==> config.mk <==
export PLATFORM = sky130hd
export DESIGN_NAME = lane_phase_hunter
export DESIGN_NICKNAME = d
export VERILOG_FILES = /design/src/rtl/phase_hunt_pkg.sv /design/src/rtl/phase_cfg_decode.sv /design/src/rtl/phase_window_timer.sv /design/src/rtl/phase_err_counter.sv /design/src/rtl/phase_step_reg.sv /design/src/rtl/lane_phase_hunter.sv
export SDC_FILE = /design/constraint.sdc
export NUM_CORES = 1
export LEC_CHECK = 0
export BUFFER_PORTS_ARGS = -buffer_cell sky130_fd_sc_hd__buf_4
export CORE_MARGIN = 2
export CORE_UTILIZATION = 23
export DETAILED_ROUTE_END_ITERATION = 12
export SYNTH_ARGS = -nofsm -noshare
export SYNTH_HDL_FRONTEND = slang
export SYNTH_HIERARCHICAL = 1
export SYNTH_SLANG_ARGS = --single-unit
export TNS_END_PERCENT = 20
==> constraint.sdc <==
create_clock -name clk_i -period 3.15 [get_ports clk_i]
set_input_delay 0 -clock clk_i [delete_from_list [all_inputs] [get_ports clk_i]]
set_output_delay 0 -clock clk_i [all_outputs]
set_load 0.05 [all_outputs]
==> src/rtl/phase_hunt_pkg.sv <==
package phase_hunt_pkg;

   localparam logic [3:0] PH_MIN = 4'h8;
   localparam logic [3:0] PH_MAX = 4'hF;

   typedef enum logic [1:0] {
      WIN_BASE  = 2'b00,
      WIN_DBL   = 2'b01,
      WIN_QUAD  = 2'b10,
      WIN_QUAD2 = 2'b11
   } win_sel_e;

   typedef struct packed {
      logic       spare_hi;
      logic       spare_lo;
      win_sel_e   win;
      logic [2:0] th_sel;
      logic       allow_data;
   } cfg_t;

   function automatic logic [3:0] clamp_phase(input logic [3:0] v);
      return v[3] ? v : PH_MIN;
   endfunction

   function automatic logic [3:0] next_phase(input logic [3:0] v);
      return (v == PH_MAX) ? PH_MIN : v + 4'd1;
   endfunction

endpackage

==> src/rtl/phase_cfg_decode.sv <==
module phase_cfg_decode
   import phase_hunt_pkg::*;
#(
   parameter int CNT_W         = 10,
   parameter int TH_LO         = 1,
   parameter int TH_MID        = 16,
   parameter int TH_HI         = 512,
   parameter bit PICK_SMALLEST = 1'b1
) (
   input  logic [7:0]       cfg_i,
   output logic             allow_data_o,
   output logic [CNT_W-1:0] thr_o,
   output win_sel_e         win_o
);

   cfg_t cfg;
   logic unused_spare;

   assign cfg          = cfg_t'(cfg_i);
   assign allow_data_o = cfg.allow_data;
   assign win_o        = cfg.win;
   assign unused_spare = cfg.spare_hi ^ cfg.spare_lo;

   localparam logic [CNT_W-1:0] T_LO  = CNT_W'(TH_LO);
   localparam logic [CNT_W-1:0] T_MID = CNT_W'(TH_MID);
   localparam logic [CNT_W-1:0] T_HI  = CNT_W'(TH_HI);

   generate
      if (PICK_SMALLEST) begin : g_small_first
         always_comb begin
            if (cfg.th_sel[0])      thr_o = T_LO;
            else if (cfg.th_sel[1]) thr_o = T_MID;
            else if (cfg.th_sel[2]) thr_o = T_HI;
            else                    thr_o = T_LO;
         end
      end else begin : g_large_first
         always_comb begin
            if (cfg.th_sel[2])      thr_o = T_HI;
            else if (cfg.th_sel[1]) thr_o = T_MID;
            else                    thr_o = T_LO;
         end
      end
   endgenerate

endmodule

==> src/rtl/phase_window_timer.sv <==
module phase_window_timer
   import phase_hunt_pkg::*;
#(
   parameter int BASE_TICKS = 7_812_500,
   parameter int TMR_W      = 25
) (
   input  logic     clk_i,
   input  logic     rst_ni,
   input  logic     restart_i,
   input  win_sel_e win_i,
   output logic     end_o
);

   logic [TMR_W-1:0] len_tab [4];
   logic [TMR_W-1:0] len;
   logic [TMR_W-1:0] cnt_q;

   for (genvar g = 0; g < 4; g++) begin : g_len
      localparam int SHIFT = (g == 3) ? 2 : g;
      assign len_tab[g] = TMR_W'(BASE_TICKS) << SHIFT;
   end

   always_comb begin
      case (win_i)
         WIN_BASE: len = len_tab[0];
         WIN_DBL:  len = len_tab[1];
         WIN_QUAD: len = len_tab[2];
         default:  len = len_tab[3];
      endcase
   end

   assign end_o = (cnt_q >= len - TMR_W'(1));

   always_ff @(posedge clk_i or negedge rst_ni) begin
      if (!rst_ni)                 cnt_q <= '0;
      else if (restart_i || end_o) cnt_q <= '0;
      else                         cnt_q <= cnt_q + TMR_W'(1);
   end

endmodule

==> src/rtl/phase_err_counter.sv <==
module phase_err_counter #(
   parameter int CNT_W = 10
) (
   input  logic             clk_i,
   input  logic             rst_ni,
   input  logic             clr_i,
   input  logic             inc_i,
   input  logic [CNT_W-1:0] thr_i,
   output logic [CNT_W-1:0] cnt_o,
   output logic             armed_o
);

   localparam logic [CNT_W-1:0] CNT_MAX = '1;

   always_ff @(posedge clk_i or negedge rst_ni) begin
      if (!rst_ni)                       cnt_o <= '0;
      else if (clr_i)                    cnt_o <= '0;
      else if (inc_i && cnt_o != CNT_MAX) cnt_o <= cnt_o + CNT_W'(1);
   end

   assign armed_o = (cnt_o >= thr_i);

endmodule

==> src/rtl/phase_step_reg.sv <==
module phase_step_reg
   import phase_hunt_pkg::*;
(
   input  logic       clk_i,
   input  logic       rst_ni,
   input  logic       load_i,
   input  logic [3:0] load_val_i,
   input  logic       step_i,
   output logic [3:0] phase_o,
   output logic       strobe_o
);

   always_ff @(posedge clk_i or negedge rst_ni) begin
      if (!rst_ni) begin
         phase_o  <= PH_MIN;
         strobe_o <= 1'b0;
      end else if (load_i) begin
         phase_o  <= clamp_phase(load_val_i);
         strobe_o <= 1'b0;
      end else if (step_i) begin
         phase_o  <= next_phase(phase_o);
         strobe_o <= 1'b1;
      end else begin
         strobe_o <= 1'b0;
      end
   end

endmodule

==> src/rtl/lane_phase_hunter.sv <==
module lane_phase_hunter
   import phase_hunt_pkg::*;
#(
   parameter int CLK_HZ        = 125_000_000,
   parameter int TH_LO         = 1,
   parameter int TH_MID        = 16,
   parameter int TH_HI         = 512,
   parameter bit PICK_SMALLEST = 1'b1
) (
   input  logic       clk_i,
   input  logic       rst_ni,
   input  logic       code_err_i,
   input  logic       idle_i,
   input  logic [7:0] cfg_i,
   input  logic       load_i,
   input  logic [3:0] load_phase_i,
   output logic [3:0] phase_o,
   output logic       step_o
);

   localparam int BASE_TICKS = CLK_HZ / 16;
   localparam int TMR_W      = $clog2(4 * BASE_TICKS + 1);
   localparam int CNT_W      = $clog2(TH_HI + 1);

   generate
      if (BASE_TICKS < 2)
         $error("window base too short for CLK_HZ");
      if (!(TH_LO >= 1 && TH_LO <= TH_MID && TH_MID <= TH_HI))
         $error("thresholds must be ordered and non-zero");
   endgenerate

   logic             allow_data;
   logic [CNT_W-1:0] thr;
   win_sel_e         win;
   logic             win_end;
   logic [CNT_W-1:0] err_cnt;
   logic             armed;
   logic             step_req;
   logic             restart;
   logic             cnt_clr;

   assign step_req = armed && (idle_i || allow_data) && !load_i;
   assign restart  = load_i || step_req;
   assign cnt_clr  = restart || win_end;

   phase_cfg_decode #(
      .CNT_W(CNT_W), .TH_LO(TH_LO), .TH_MID(TH_MID), .TH_HI(TH_HI),
      .PICK_SMALLEST(PICK_SMALLEST)
   ) u_cfg (
      .cfg_i       (cfg_i),
      .allow_data_o(allow_data),
      .thr_o       (thr),
      .win_o       (win)
   );

   phase_window_timer #(.BASE_TICKS(BASE_TICKS), .TMR_W(TMR_W)) u_win (
      .clk_i    (clk_i),
      .rst_ni   (rst_ni),
      .restart_i(restart),
      .win_i    (win),
      .end_o    (win_end)
   );

   phase_err_counter #(.CNT_W(CNT_W)) u_cnt (
      .clk_i  (clk_i),
      .rst_ni (rst_ni),
      .clr_i  (cnt_clr),
      .inc_i  (code_err_i),
      .thr_i  (thr),
      .cnt_o  (err_cnt),
      .armed_o(armed)
   );

   phase_step_reg u_phase (
      .clk_i     (clk_i),
      .rst_ni    (rst_ni),
      .load_i    (load_i),
      .load_val_i(load_phase_i),
      .step_i    (step_req),
      .phase_o   (phase_o),
      .strobe_o  (step_o)
   );

endmodule

==> results.sh <==
export IMPL_outcome="finished clean"
export IMPL_firstDrtPassIters=4
export IMPL_h_tree_depth=2
export IMPL_layout_setup_ws_ns=0.3844
export IMPL_place_port_buffers=19
export IMPL_worstRegToRegCells=10
export IMPL_antenna_left=0
export IMPL_relSlewSlack=0.6523
export IMPL_yosysSeqAreaShare=0.3459
export IMPL_setup_viol=0
export IMPL_cap_violations=0
export IMPL_fp_row_count=41
export IMPL_p_leak_nw=1.518
export IMPL_wl_per_cell_um=11.15
export IMPL_skew_ns=0.004132
export IMPL_routed_via_density=4.369
export IMPL_hold_class="input port to register"
export IMPL_pwr_share_seq=0.462
export IMPL_cts_sinks=40
export IMPL_final_common_cell="nor2_1"
export IMPL_post_place_ws_ns=0.6533
export IMPL_globalRouteOverflowTotal=0
export IMPL_p_per_area_nw_per_um2=339.1
export IMPL_gp_congestion=0.7839
export IMPL_hpwl_um=4277
export IMPL_p_comb_frac=0.114
export IMPL_final_cells=515
export IMPL_dp_cells=498
export IMPL_synth_ff_type="dfrtp_1"
export IMPL_dieArea_um2=13510
export IMPL_critPathLaunchType="register"
export IMPL_synth_cells=314
export IMPL_rsz0062_at_grt="false"
export IMPL_cts_root_buf="clkbuf_16"
export IMPL_syn_area_per_cell_um2=9.229
export IMPL_multiInputGateArea_um2=1744
export IMPL_antennaDiodeCount=0
export IMPL_drive_gt1_frac=0.1370
export IMPL_min_period_ns=2.766
export IMPL_grt_usage=0.08895
export IMPL_critical_path_class="register to register"
export IMPL_holdWs_ns=0.08168
export IMPL_cts_tree="built"
export IMPL_fillers=1295
export IMPL_p_clk_frac=0.424
export IMPL_clk_latency_ns=0.28
export IMPL_crit_required_ns=3.31
export IMPL_ys_async_sr_fraction=1.000
export IMPL_internal_power_mw=0.8710
export IMPL_critPathMaxFanout=6
export IMPL_critPathMaxStageDelay_ns=0.54
export IMPL_path_delay_family="compound AO/OA/AOI/OAI gates"
export IMPL_fin_nets=394
export IMPL_place_area_um2=3179
export IMPL_fin_crit_sh=0.8780
export IMPL_cts_buffer_depth=2
export IMPL_syn_area_um2=2898
export IMPL_boundaryPins=22
export IMPL_synth_edff_count=0
export IMPL_setup_tns_ns=0
export IMPL_final_util=0.2736
export IMPL_antenna_found_initial=0
export IMPL_cts_setup_buffers=0
export IMPL_synthDistinctLibCells=55
export IMPL_vias=2250
export IMPL_whs_path_depth=3
export IMPL_grt_max_degree=41
export IMPL_fp_coreArea_um2=12470
export IMPL_crit_chain="ha_1 -> nand4_1 -> o221a_2 -> o21ai_0 -> o21ai_2 -> nor2_1 -> nand2_1 -> xor2_1 -> o21ai_1 -> dlygate4sd3_1"
export IMPL_power_total_mw=1.157
export IMPL_area_delta_synth_final_pct=17.70
export IMPL_fmax_mhz=361.6
export IMPL_yosys_register_bits=40
export IMPL_grt_pass1_wl_um=9832
export IMPL_yosys_warnings=6
export IMPL_start_util=0.2325
export IMPL_clkTransAtPathRegs_ns=0.06
export IMPL_final_cell_mix="nor2_1, dfrtp_1, ha_1"
export IMPL_fin_area_um2=3411
export IMPL_die_h_um=116.2
export IMPL_die_w_um=116.2
export IMPL_seqCellArea_um2=1002
export IMPL_path_buf_inv=1
export IMPL_drtIter0Drc=92
export IMPL_wl_um=5742
export IMPL_tightest_slew_ns=0.5176
export IMPL_slowest_stage="dlygate4sd3_1"
export IMPL_slew_violations=0
export IMPL_swShare=0.2470
export IMPL_path_depth=10
export IMPL_finalHoldViolations=0
export IMPL_worstSetupEndpointType="register"
export IMPL_peakVddDrop_mv=0.2536
export IMPL_grt_pass1_vias=2149
export IMPL_p_switching_mw=0.2857
export IMPL_arrival_ns=2.93
export IMPL_cts_made_buffers=5
export IMPL_drc=0
==> repair_timing <==
action | CTS | global route
resized for setup | 0 | 0
hold buffers | 9 | 0
hold endpoints to repair | 43 | 0
==> flip-flops by register name, indices dropped and copies added (netlist names) <==
register	flops
u_phase/phase_o	4
u_win/cnt_q	25
u_phase/strobe_o	1
u_cnt/cnt_o	10
==> layout make-up <==
| type | instances | share of cell area |
|---|---|---|
| clock buffers | 6 | 0.03778 |
| well taps | 172 | 0.06310 |
| clock inverters | 2 | 0.003668 |
| multi-input cells | 248 | 0.5114 |
| repair buffers | 29 | 0.07043 |
| inverters | 18 | 0.01981 |
| flip-flops and latches | 40 | 0.2938 |
==> worst min-delay path, cell delays in order <==
cell	delay (ns)
buf_4	0.13
a21oi_1	0.14
nor3_1	0.05
==> worst paths after layout <==
check | start | to | slack [ns]
worst min register to register | u_win/cnt_q[0] | u_win/cnt_q[0] | 0.53
worst min-delay path | code_err_i | u_cnt/cnt_o[2] | 0.08
max in group asynchronous | rst_ni | u_phase/phase_o[3] | 2.54
worst max register to register | u_cnt/cnt_o[5] | u_phase/phase_o[2] | 0.38
worst max-delay path | u_cnt/cnt_o[5] | u_phase/phase_o[2] | 0.38
min in group asynchronous | rst_ni | u_win/cnt_q[15] | 0.23
==> logic make-up (layout without fill, tap and decap cells) <==
kind of cell / Yosys count / count (layout) / synth area share
AOI/OAI and AO/OA: 46 / 46 / 0.1071
muxes: 2 / 2 / 0.006909
and+or+nand+nor: 128 / 128 / 0.2388
adders and majority gates: 35 / 35 / 0.1511
xor gates and xnor gates: 29 / 29 / 0.08765
DFF: 40 / 40 / 0.3459
other: 2 / 8 / 0.002592
buffers and inverters: 32 / 55 / 0.06001
==> power groups by stage <==
| stage | Sequential, mW | Combinational (mW) | Clock [mW] |
|---|---|---|---|
| CTS | 0.534 | 0.134 | 0.510 |
| global placement | 0.543 | 0.120 | 0 |
| finish | 0.534 | 0.132 | 0.491 |
| floorplan | 0.552 | 0.0755 | 0 |
| global route | 0.536 | 0.151 | 0.528 |
| detailed placement | 0.544 | 0.123 | 0 |
==> per-layer routing <==
| layer | vias up | wire, µm | track usage |
|---|---|---|---|
| li1 | 1150 | - | - |
| met5 | - | 0 | 0 |
| met1 | 1076 | 2808 | 0.1139 |
| met2 | 22 | 2779 | 0.1527 |
| met3 | 2 | 97 | 0.01297 |
| met4 | 0 | 57 | 0.03175 |
==> cells in the mapped netlist, types with 2 or more instances <==
| cell | n | area share |
|---|---|---|
| a21o_1 | 2 | 0.0052 |
| a21oi_1 | 19 | 0.033 |
| a31o_2 | 2 | 0.0060 |
| and3_1 | 3 | 0.0065 |
| and4_1 | 4 | 0.012 |
| buf_4 | 10 | 0.026 |
| buf_6 | 2 | 0.0078 |
| conb_1 | 2 | 0.0026 |
| dfrtp_1 | 39 | 0.34 |
| ha_1 | 35 | 0.15 |
| inv_1 | 18 | 0.023 |
| mux2i_1 | 2 | 0.0069 |
| nand2_1 | 18 | 0.023 |
| nand2b_1 | 2 | 0.0043 |
| nand3_1 | 19 | 0.033 |
| nand4_1 | 15 | 0.032 |
| nand4_2 | 2 | 0.0086 |
| nor2_1 | 43 | 0.056 |
| nor2b_1 | 2 | 0.0043 |
| nor3_1 | 6 | 0.010 |
| o21ai_0 | 6 | 0.010 |
| o21ai_1 | 2 | 0.0035 |
| o21bai_1 | 2 | 0.0052 |
| xnor2_1 | 10 | 0.030 |
| xor2_1 | 19 | 0.057 |
No activity file was read; power rests on OpenSTA's default activity.
